**config.mk**
```make
export PLATFORM = sky130hd
export DESIGN_NAME = irq_ctrl
export DESIGN_NICKNAME = d
export VERILOG_FILES = /design/src/rtl/irq_pkg.sv /design/src/rtl/irq_sampler.sv /design/src/rtl/irq_regfile.sv /design/src/rtl/irq_arbiter.sv /design/src/rtl/irq_ctrl.sv
export SDC_FILE = /design/constraint.sdc
export NUM_CORES = 1
export LEC_CHECK = 0
export ABC_AREA = 1
export BUFFER_PORTS_ARGS = -buffer_cell sky130_fd_sc_hd__buf_2
export CAP_MARGIN = 20
export CELL_PAD_IN_SITES_DETAIL_PLACEMENT = 1
export CELL_PAD_IN_SITES_GLOBAL_PLACEMENT = 2
export CORE_ASPECT_RATIO = 0.6
export CORE_MARGIN = 2
export CORE_UTILIZATION = 26
export DETAILED_ROUTE_END_ITERATION = 8
export PLACE_DENSITY_LB_ADDON = 0.1
export SLEW_MARGIN = 20
export SYNTH_ARGS = -nofsm -noshare
export SYNTH_HDL_FRONTEND = slang
export SYNTH_SLANG_ARGS = --single-unit
```
**constraint.sdc**
```tcl
create_clock -name clk_i -period 1.2 [get_ports clk_i]
set_input_delay 0.06 -clock clk_i [delete_from_list [all_inputs] [get_ports clk_i]]
set_output_delay 0.06 -clock clk_i [all_outputs]
set_load 0.01 [all_outputs]
```
**src/rtl/irq_pkg.sv**
```systemverilog
package irq_pkg;
  localparam int NUM_SRC = 12;
  localparam int VEC_W   = 4;
  localparam int HI_SRC  = 8;

  localparam logic [7:0] ADDR_EN_LO   = 8'hF4;
  localparam logic [7:0] ADDR_PEND_LO = 8'hF5;
  localparam logic [7:0] ADDR_EN_HI   = 8'hF6;
  localparam logic [7:0] ADDR_PEND_HI = 8'hF7;

  // bit position of a source inside its register byte
  function automatic int src_bit(int src);
    return (src < HI_SRC) ? (HI_SRC - 1 - src) : (15 - src);
  endfunction
endpackage

```
**src/rtl/irq_sampler.sv**
```systemverilog
module irq_sampler #(
  parameter int SAMPLE_DIV = 4
) (
  input  logic clk_i,
  input  logic rst_ni,
  output logic stb_o
);
  localparam int CNT_W = (SAMPLE_DIV > 1) ? $clog2(SAMPLE_DIV) : 1;
  localparam logic [CNT_W-1:0] LAST = CNT_W'(SAMPLE_DIV - 1);

  logic [CNT_W-1:0] cnt_q;

  always_ff @(posedge clk_i or negedge rst_ni) begin
    if (!rst_ni)          cnt_q <= '0;
    else if (cnt_q == LAST) cnt_q <= '0;
    else                  cnt_q <= cnt_q + 1'b1;
  end

  assign stb_o = (cnt_q == LAST);
endmodule

```
**src/rtl/irq_regfile.sv**
```systemverilog
module irq_regfile
  import irq_pkg::*;
(
  input  logic               clk_i,
  input  logic               rst_ni,
  input  logic [NUM_SRC-1:0] hw_set_i,
  input  logic [NUM_SRC-1:0] ack_clr_i,
  input  logic               we_i,
  input  logic [7:0]         addr_i,
  input  logic [7:0]         wdata_i,
  output logic [7:0]         rdata_o,
  output logic [NUM_SRC-1:0] en_o,
  output logic [NUM_SRC-1:0] pend_o
);
  logic [NUM_SRC-1:0] en_q, pend_q;

  for (genvar i = 0; i < NUM_SRC; i++) begin : g_src
    localparam int          BP = src_bit(i);
    localparam logic [7:0]  EA = (i < HI_SRC) ? ADDR_EN_HI : ADDR_EN_LO;
    localparam logic [7:0]  PA = (i < HI_SRC) ? ADDR_PEND_HI : ADDR_PEND_LO;

    logic en_r, pd_r, pd_base;
    logic en_wr, pd_wr;

    assign en_wr = we_i && (addr_i == EA);
    assign pd_wr = we_i && (addr_i == PA);

    always_ff @(posedge clk_i or negedge rst_ni) begin
      if (!rst_ni)    en_r <= 1'b0;
      else if (en_wr) en_r <= wdata_i[BP];
    end

    // write, then acknowledge clear, then hardware set wins
    always_comb begin
      pd_base = pd_wr ? wdata_i[BP] : pd_r;
      if (ack_clr_i[i]) pd_base = 1'b0;
    end

    always_ff @(posedge clk_i or negedge rst_ni) begin
      if (!rst_ni) pd_r <= 1'b0;
      else         pd_r <= pd_base | hw_set_i[i];
    end

    assign en_q[i]   = en_r;
    assign pend_q[i] = pd_r;
  end

  logic [7:0] en_hi, en_lo, pd_hi, pd_lo;

  always_comb begin
    en_hi = '0; en_lo = '0; pd_hi = '0; pd_lo = '0;
    for (int i = 0; i < NUM_SRC; i++) begin
      if (i < HI_SRC) begin
        en_hi[src_bit(i)] = en_q[i];
        pd_hi[src_bit(i)] = pend_q[i];
      end else begin
        en_lo[src_bit(i)] = en_q[i];
        pd_lo[src_bit(i)] = pend_q[i];
      end
    end
  end

  always_comb begin
    unique case (addr_i)
      ADDR_EN_HI:   rdata_o = en_hi;
      ADDR_EN_LO:   rdata_o = en_lo;
      ADDR_PEND_HI: rdata_o = pd_hi;
      ADDR_PEND_LO: rdata_o = pd_lo;
      default:      rdata_o = 8'h00;
    endcase
  end

  assign en_o   = en_q;
  assign pend_o = pend_q;


  hw_set_wins_chk: assert property (@(posedge clk_i) disable iff (!rst_ni)
    (|hw_set_i) |=> ((pend_q & $past(hw_set_i)) == $past(hw_set_i)));


  lo_nibble_zero_chk: assert property (@(posedge clk_i) disable iff (!rst_ni)
    (addr_i == ADDR_EN_LO || addr_i == ADDR_PEND_LO) |-> (rdata_o[3:0] == 4'h0));
endmodule

```
**src/rtl/irq_arbiter.sv**
```systemverilog
module irq_arbiter
  import irq_pkg::*;
(
  input  logic [NUM_SRC-1:0] req_i,
  output logic               any_o,
  output logic [VEC_W-1:0]   idx_o
);
  // scan from lowest priority up so the lowest index wins
  always_comb begin
    idx_o = '0;
    for (int i = NUM_SRC - 1; i >= 0; i--) begin
      if (req_i[i]) idx_o = VEC_W'(i);
    end
  end

  assign any_o = |req_i;
endmodule

```
**src/rtl/irq_ctrl.sv**
```systemverilog
module irq_ctrl
  import irq_pkg::*;
#(
  parameter int SAMPLE_DIV = 4
) (
  input  logic               clk_i,
  input  logic               rst_ni,
  input  logic [NUM_SRC-1:0] src_req_i,
  input  logic               gie_i,
  input  logic               reg_we_i,
  input  logic [7:0]         reg_addr_i,
  input  logic [7:0]         reg_wdata_i,
  output logic [7:0]         reg_rdata_o,
  output logic               irq_o,
  output logic [VEC_W-1:0]   irq_vec_o,
  input  logic               irq_ack_i
);
  logic               smp_stb;
  logic [NUM_SRC-1:0] en, pend, live, ack_clr;
  logic               win_any;
  logic [VEC_W-1:0]   win_idx;
  logic               irq_q, ack_ok;
  logic [VEC_W-1:0]   vec_q;

  irq_sampler #(.SAMPLE_DIV(SAMPLE_DIV)) u_smp (
    .clk_i (clk_i),
    .rst_ni(rst_ni),
    .stb_o (smp_stb)
  );

  irq_regfile u_rf (
    .clk_i    (clk_i),
    .rst_ni   (rst_ni),
    .hw_set_i (src_req_i),
    .ack_clr_i(ack_clr),
    .we_i     (reg_we_i),
    .addr_i   (reg_addr_i),
    .wdata_i  (reg_wdata_i),
    .rdata_o  (reg_rdata_o),
    .en_o     (en),
    .pend_o   (pend)
  );

  assign live = pend & en;

  irq_arbiter u_arb (
    .req_i(live),
    .any_o(win_any),
    .idx_o(win_idx)
  );

  assign ack_ok  = irq_ack_i && irq_q;
  assign ack_clr = ack_ok ? (NUM_SRC'(1) << vec_q) : '0;

  always_ff @(posedge clk_i or negedge rst_ni) begin
    if (!rst_ni) begin
      irq_q <= 1'b0;
      vec_q <= '0;
    end else if (ack_ok) begin
      irq_q <= 1'b0;
    end else if (smp_stb && gie_i && win_any && !irq_q) begin
      irq_q <= 1'b1;
      vec_q <= win_idx;
    end
  end

  assign irq_o     = irq_q;
  assign irq_vec_o = vec_q;


  ack_drop_chk: assert property (@(posedge clk_i) disable iff (!rst_ni)
    (irq_o && irq_ack_i) |=> !irq_o);


  vec_hold_chk: assert property (@(posedge clk_i) disable iff (!rst_ni)
    (irq_o && !irq_ack_i) |=> (irq_o && $stable(irq_vec_o)));


  rise_on_sample_chk: assert property (@(posedge clk_i) disable iff (!rst_ni)
    $rose(irq_o) |-> $past(smp_stb));


  rise_needs_gie_chk: assert property (@(posedge clk_i) disable iff (!rst_ni)
    $rose(irq_o) |-> $past(gie_i));


  no_higher_live_chk: assert property (@(posedge clk_i) disable iff (!rst_ni)
    $rose(irq_o) |-> (($past(live) & ((NUM_SRC'(1) << irq_vec_o) - NUM_SRC'(1))) == '0));


  winner_enabled_chk: assert property (@(posedge clk_i) disable iff (!rst_ni)
    $rose(irq_o) |-> $past(live[win_idx]));
endmodule

```
==> metrics.csv, run 1 <==
metric;value;unit
# nets final;387;
# IOs;46;
initial core utilization;26.6;%
final setup fails;17;
CTS tree;built;
most frequent cells in the layout;buf_2, buf_4, nand2_1;
ant diodes;0;
post-route cell area;3100;sq um
Final HPWL DP;5.04;mm
Fin. Hold Viols;0;
max-cap violations;0;
pin count of the biggest net entering global routing;19;
Reg area;778;sq um
Fillers;784;
Ys Warns;0;
leakage power;0.00162;uW
Hold Path Class;input port to flip-flop;
failing checks;negative setup slack;
Worst-Margin Slew;362;ps
Max VDD drop;0.000411;V
Die ar.;7440;sq um
minimum clock period after layout;1380;ps
mapped cell area;1750;sq um
Fmax;0.726;GHz
CP max FO;2;
clock skew;9.76;ps
sequential fraction of the synthesis area;44.2;%
largest cells by area after synthesis;dfrtp_1, nand2_1, inv_1;
final core utilization;47.0;%
syn avg cell area;7.63;sq um
run status;finished with violations;
H-tree levels;2;
routed wire length;6.74;mm
Final Cycle Share;115;%
drt first pass iters;4;
Pwr Density;819;nW/um^2
CP endpoint kind;output port;
# DRC;0;
Synth Instances;230;
Final Worst Setup Slack;-177;ps
RSZ-0062 raised after global routing;yes;
Global Route Usage Sum;19.6;%
clk_lat worst skew;290;ps
Setup Total Neg Slack;-1360;ps
Die Ht;67.6;um
Die X;110;um
area share of the largest cell type after synthesis;44.2;%
DR WL/cell;15.3;um
Num CTS Buffers;5;
Worst-path clk slew;70;ps
share of cells above drive strength 1;52.5;%
CTS sink count;31;
#FFs+latches synth;31;
maximum clock path buffer count;2;
vias in the first global route;1997;
CP Launch Type;flip-flop;
grt total ovfl;0;
drt via density;4.52;
DRT iter0 DRCs;86;
Post-Syn Nets;264;
post-route ant nets;0;
Via Count;1995;
CTS Root Cell;clkbuf_8;
Multi-input gate area;1070;sq um
required time of the critical path;1140;ps
Placed Area;2400;sq um
first-pass GRT wire length;10.6;mm
Worst slew margin;75.8;%
Synth cell types;24;
critical path class;flip-flop to output port;
post-synth top area cell;dfrtp_1;
input/output buffers;45;
area grow syn2layout;76.7;%
data arrival time of the worst path;1320;ps
row cnt;23;
CORE AREA;6590;sq um
gpl congestion;0.825;
Final Max Tran Viols;0;
initial antenna violation count;0;
## path summary, 6_finish.rpt
path	start	slack [ps]	to	cells past startpoint
setup / recovery	u_rf.g_src[11].en_r$_DFFE_PN0P_	-180	reg_rdata_o[4]	5
hold reg to reg	u_smp.cnt_q[0]$_DFF_PN0_	440	u_smp.cnt_q[0]$_DFF_PN0_	1
setup reg to reg	u_rf.g_src[11].en_r$_DFFE_PN0P_	-120	irq_vec_o[0]$_DFFE_PN0P_	14
min in group asynchronous	rst_ni	210	irq_vec_o[0]$_DFFE_PN0P_	2
max in group asynchronous	rst_ni	550	u_rf.g_src[7].pd_r$_DFF_PN0_	3
hold / removal	reg_wdata_i[0]	20	u_rf.g_src[7].en_r$_DFFE_PN0P_	3
## final cells by class
class | count | area share (%)
sequential | 31 | 25.1
timing repair buffer | 118 | 28.3
multi-input combinational | 155 | 34.5
tap | 87 | 3.51
clock buffer | 8 | 3.23
inverter | 42 | 5.33
## state kept, by name (all words and copies together), names as in the netlist
register         cells
irq_vec_o            4
u_rf.g_src.pd_r     12
irq_o                1
u_rf.g_src.en_r     12
u_smp.cnt_q          2
## critical path: stages, from the launching register on
cell and delay [ps]:
dfrtp_1 400, buf_6 130, inv_4 40, o22ai_2 60, a211o_1 260, buf_2 150
## power by group
group	total (uW)	internal [uW]	switching, uW
combinational	455	222	233
clock	956	524	432
sequential	1130	1090	40.5
## metrics by stage
stage	worst slack, ps	instances	hold slack [ps]	total power (uW)
after CTS	-203	435	14.9	2530
after floorplan	36.1	230	-236	1270
after global placement	-188	402	-1.66	1470
after detailed placement	-226	402	-3.03	1480
final	-177	441	17.5	2540
after global routing	-277	441	20.9	2680
## logic make-up (layout without fill, tap and decap cells)
logic type	Yosys count	after routing	synth area share, %
adders and majority gates	1	1	0.713
DFF	31	31	44.2
buffers and inverters	44	168	10.3
and+or+nand+nor	100	100	25.9
AOI/OAI and AO/OA	54	54	18.9
## layer usage
metal | wire (um) | share of wire, % | up-vias | track usage (%)
met1 | 3570 | 53 | 947 | 29.2
met3 | 238 | 3.5 | 7 | 3.86
met5 | 0 | 0 | - | 0
met4 | 75 | 1.1 | 0 | 4.27
met2 | 2850 | 42 | 36 | 29.1
li1 | - | - | 1005 | -
## cell usage after synthesis
cell type	instances
ha_1	1
o41ai_1	1
o21ai_2	2
buf_8	1
nand2_1	58
a21oi_1	4
inv_4	1
nor4_1	3
dfrtp_1	31
nor3_1	4
nor2_1	17
o22ai_1	8
nor3_2	1
o221ai_1	4
a211o_1	1
nor2_8	2
a31oi_1	1
nand2_2	3
nand3_1	8
o21ai_0	25
o21bai_1	8
nand4_1	4
inv_1	41
buf_2	1
## timing repair
| item | in CTS | in global routing |
|---|---|---|
| gates resized for setup | 69 | 37 |
| gates cloned | 0 | 0 |
| pin swaps | 26 | 13 |
| hold endpoints to repair | 32 | 0 |
| endpoints found under the setup margin | 23 | 25 |
| setup buffers | 10 | 7 |
| hold buffers | 15 | 0 |
Power figures use the tool's default switching activity.
==> inputs of run 2 (changes only) <==
CORE_ASPECT_RATIO = not set   (was 0.6)
SKIP_LAST_GASP = 1   (was not set)
==> metrics.csv, run 2 (same netlist as run 1, synthesis figures left out) <==
metric;value;unit;change
Final HPWL DP;4.83;mm;-4.2%
Pwr Density;821;nW/um^2;+0.15%
Fmax;0.772;GHz;+6.3%
CORE AREA;6420;sq um;-2.5%
RSZ-0062 raised after global routing;yes;;
input/output buffers;45;;unchanged
hold depth;3;;unchanged
WHS Endpoint;u_rf.g_src[5].en_r$_DFFE_PN0P_;;
Worst-Margin Slew;378;ps;+15.4 ps
# nets final;373;;-3.6%
critical path class;flip-flop to output port;;
crit-path cells;inv_2, o22ai_2, a211o_1, buf_2;;
final setup fails;14;;-3
Final Max Tran Viols;0;;unchanged
placed cells;384;;-4.5%
Fillers;777;;-0.89%
commonest non-fill, non-tap cell in the layout;buf_2;;
Via Count;1962;;-1.7%
drt via density;4.71;;+4.0%
Fin. Hold Viols;0;;unchanged
Worst slew margin;74.8;%;-1.0 points
Setup Total Neg Slack;-535;ps;+824 ps
failing checks;negative setup slack;;
Final Cycle Share;108;%;-6.8 points
Reg area;776;sq um;-0.32%
Num CTS Buffers;5;;unchanged
reg2reg setup slack;-80;ps;+40 ps
Max stage delay on crit path;400;ps;about the same
CP endpoint kind;output port;;
required time of the critical path;1140;ps;about the same
CTS sink count;31;;unchanged
DRT iter0 DRCs;34;;-60%
post-placement worst setup slack;-161;ps;+65.4 ps
Die ar.;7420;sq um;-0.29%
initial core utilization;27.3;%;+0.69 points
routed wire length;6.28;mm;-6.7%
post-route ant nets;0;;unchanged
CTS tree;built;;
gpl congestion;0.830;;+0.59%
pin count of the biggest net entering global routing;20;;+1
Hold Startpoint;reg_wdata_i[2];;
initial antenna violation count;0;;unchanged
CP Launch Type;flip-flop;;
H-tree levels;2;;unchanged
Reg2Reg Depth;7;;-7
CTS Root Cell;clkbuf_8;;
CP max FO;2;;unchanged
Global Route Usage Sum;18.3;%;-1.3 points
most frequent cells in the layout;buf_2, nand2_1, buf_4;;
ant diodes;0;;unchanged
row cnt;29;;+26%
clk_lat worst skew;280;ps;about the same
DR WL/cell;15.1;um;-1.4%
# IOs;46;;unchanged
Die X;86.1;um;-22%
clock skew;4.24;ps;-5.52 ps
data arrival time of the worst path;1230;ps;-90 ps
Die Ht;86.1;um;+27%
fin cells;417;;-5.4%
first-pass GRT wire length;10.4;mm;-2.2%
max-cap violations;0;;unchanged
Multi-input gate area;1000;sq um;-6.2%
r2r endpoint;irq_vec_o[1]$_DFFE_PN0P_;;
final core utilization;44.8;%;-2.3 points
Final Worst Setup Slack;-94.9;ps;+82.1 ps
CP max stage cell;dfrtp_1;;
Hold Path Class;input port to flip-flop;;
# DRC;0;;unchanged
run status;finished with violations;;
drt first pass iters;4;;unchanged
Power Total;2360;uW;-7.1%
leakage power;0.00154;uW;-5.5%
Max VDD drop;0.000384;V;-6.7%
maximum clock path buffer count;2;;unchanged
FF-to-FF Start;u_rf.g_src[6].en_r$_DFFE_PN0P_;;
Worst-path clk slew;70;ps;about the same
share of cells above drive strength 1;45.0;%;-7.5 points
grt total ovfl;0;;unchanged
vias in the first global route;2144;;+7.4%
area grow syn2layout;63.9;%;
minimum clock period after layout;1290;ps;-82.1 ps
[run 2: cell count changes in the layout (fill, tap and decap cells not counted), moves of 3 or more]
| cell | previous run | this run |
|---|---|---|
| buf_4 | 44 | 33 |
| o21ai_0 | 14 | 22 |
| buf_6 | 14 | 8 |
| o21ai_1 | 6 | 0 |
| nand2_2 | 19 | 15 |
| nand3_1 | 4 | 7 |
| nand3_2 | 3 | 0 |
[run 2: cell type report]
type                       instances  area share, %
clock inverter                     1          0.174
tap                               77           3.35
timing repair buffer             104           26.2
inverter                          42           5.74
clock buffer                       7           2.65
multi-input combinational        155           34.9
sequential                        31           27.0
[run 2: routing by layer]
metal / GRT usage [%] / vias to the layer above / part of all wire, %
met1: 23.3 / 938 / 46
li1: - / 975 / -
met4: 5.63 / 0 / 1.1
met3: 3.37 / 7 / 3.4
met2: 31.4 / 42 / 49
met5: 0 / - / 0
[run 2: worst max-delay path by stage]
stage	startpoint	endpoint	slack, ps	depth (start not counted)
2_1_floorplan	u_rf.g_src[0].en_r$_DFFE_PN0P_	irq_vec_o[1]$_DFFE_PN0P_	40	8
3_3_place_gp	u_rf.g_src[6].en_r$_DFFE_PN0P_	irq_vec_o[1]$_DFFE_PN0P_	-110	8
3_5_place_dp	u_rf.g_src[6].en_r$_DFFE_PN0P_	irq_vec_o[1]$_DFFE_PN0P_	-160	8
4_1_cts	u_rf.g_src[11].pd_r$_DFF_PN0_	reg_rdata_o[4]	-110	4
5_1_grt	u_rf.g_src[11].en_r$_DFFE_PN0P_	irq_vec_o[0]$_DFFE_PN0P_	-230	14
6_report	u_rf.g_src[11].en_r$_DFFE_PN0P_	reg_rdata_o[4]	-90	4
[run 2: worst max-delay path: cells and delay by family (launching register included)]
kind | cells | cell delay [ps]
flops | 1 | 400
compound gates | 2 | 330
buf+inv | 2 | 230
[run 2: report_power, final]
part	switching, uW	internal (uW)
Clock	392	407
Sequential	37.7	1090
Combinational	221	213
Total	651	1710
[run 2: repair_timing]
item,CTS,global route
hold buffers,17,0
gates resized for setup,34,39
buffers inserted,4,5
endpoints found under the setup margin,23,25
pin swaps,7,13
endpoints found under the hold margin,28,0
[run 2: metrics by stage]
stage / hold slack, ps / area (sq um)
2_1_floorplan: -236 / 1760
3_3_place_gp: 0.273 / 2330
3_5_place_dp: -0.776 / 2330
4_1_cts: 21.3 / 2700
5_1_grt: 48.3 / 2880
6_report: 19.9 / 2880
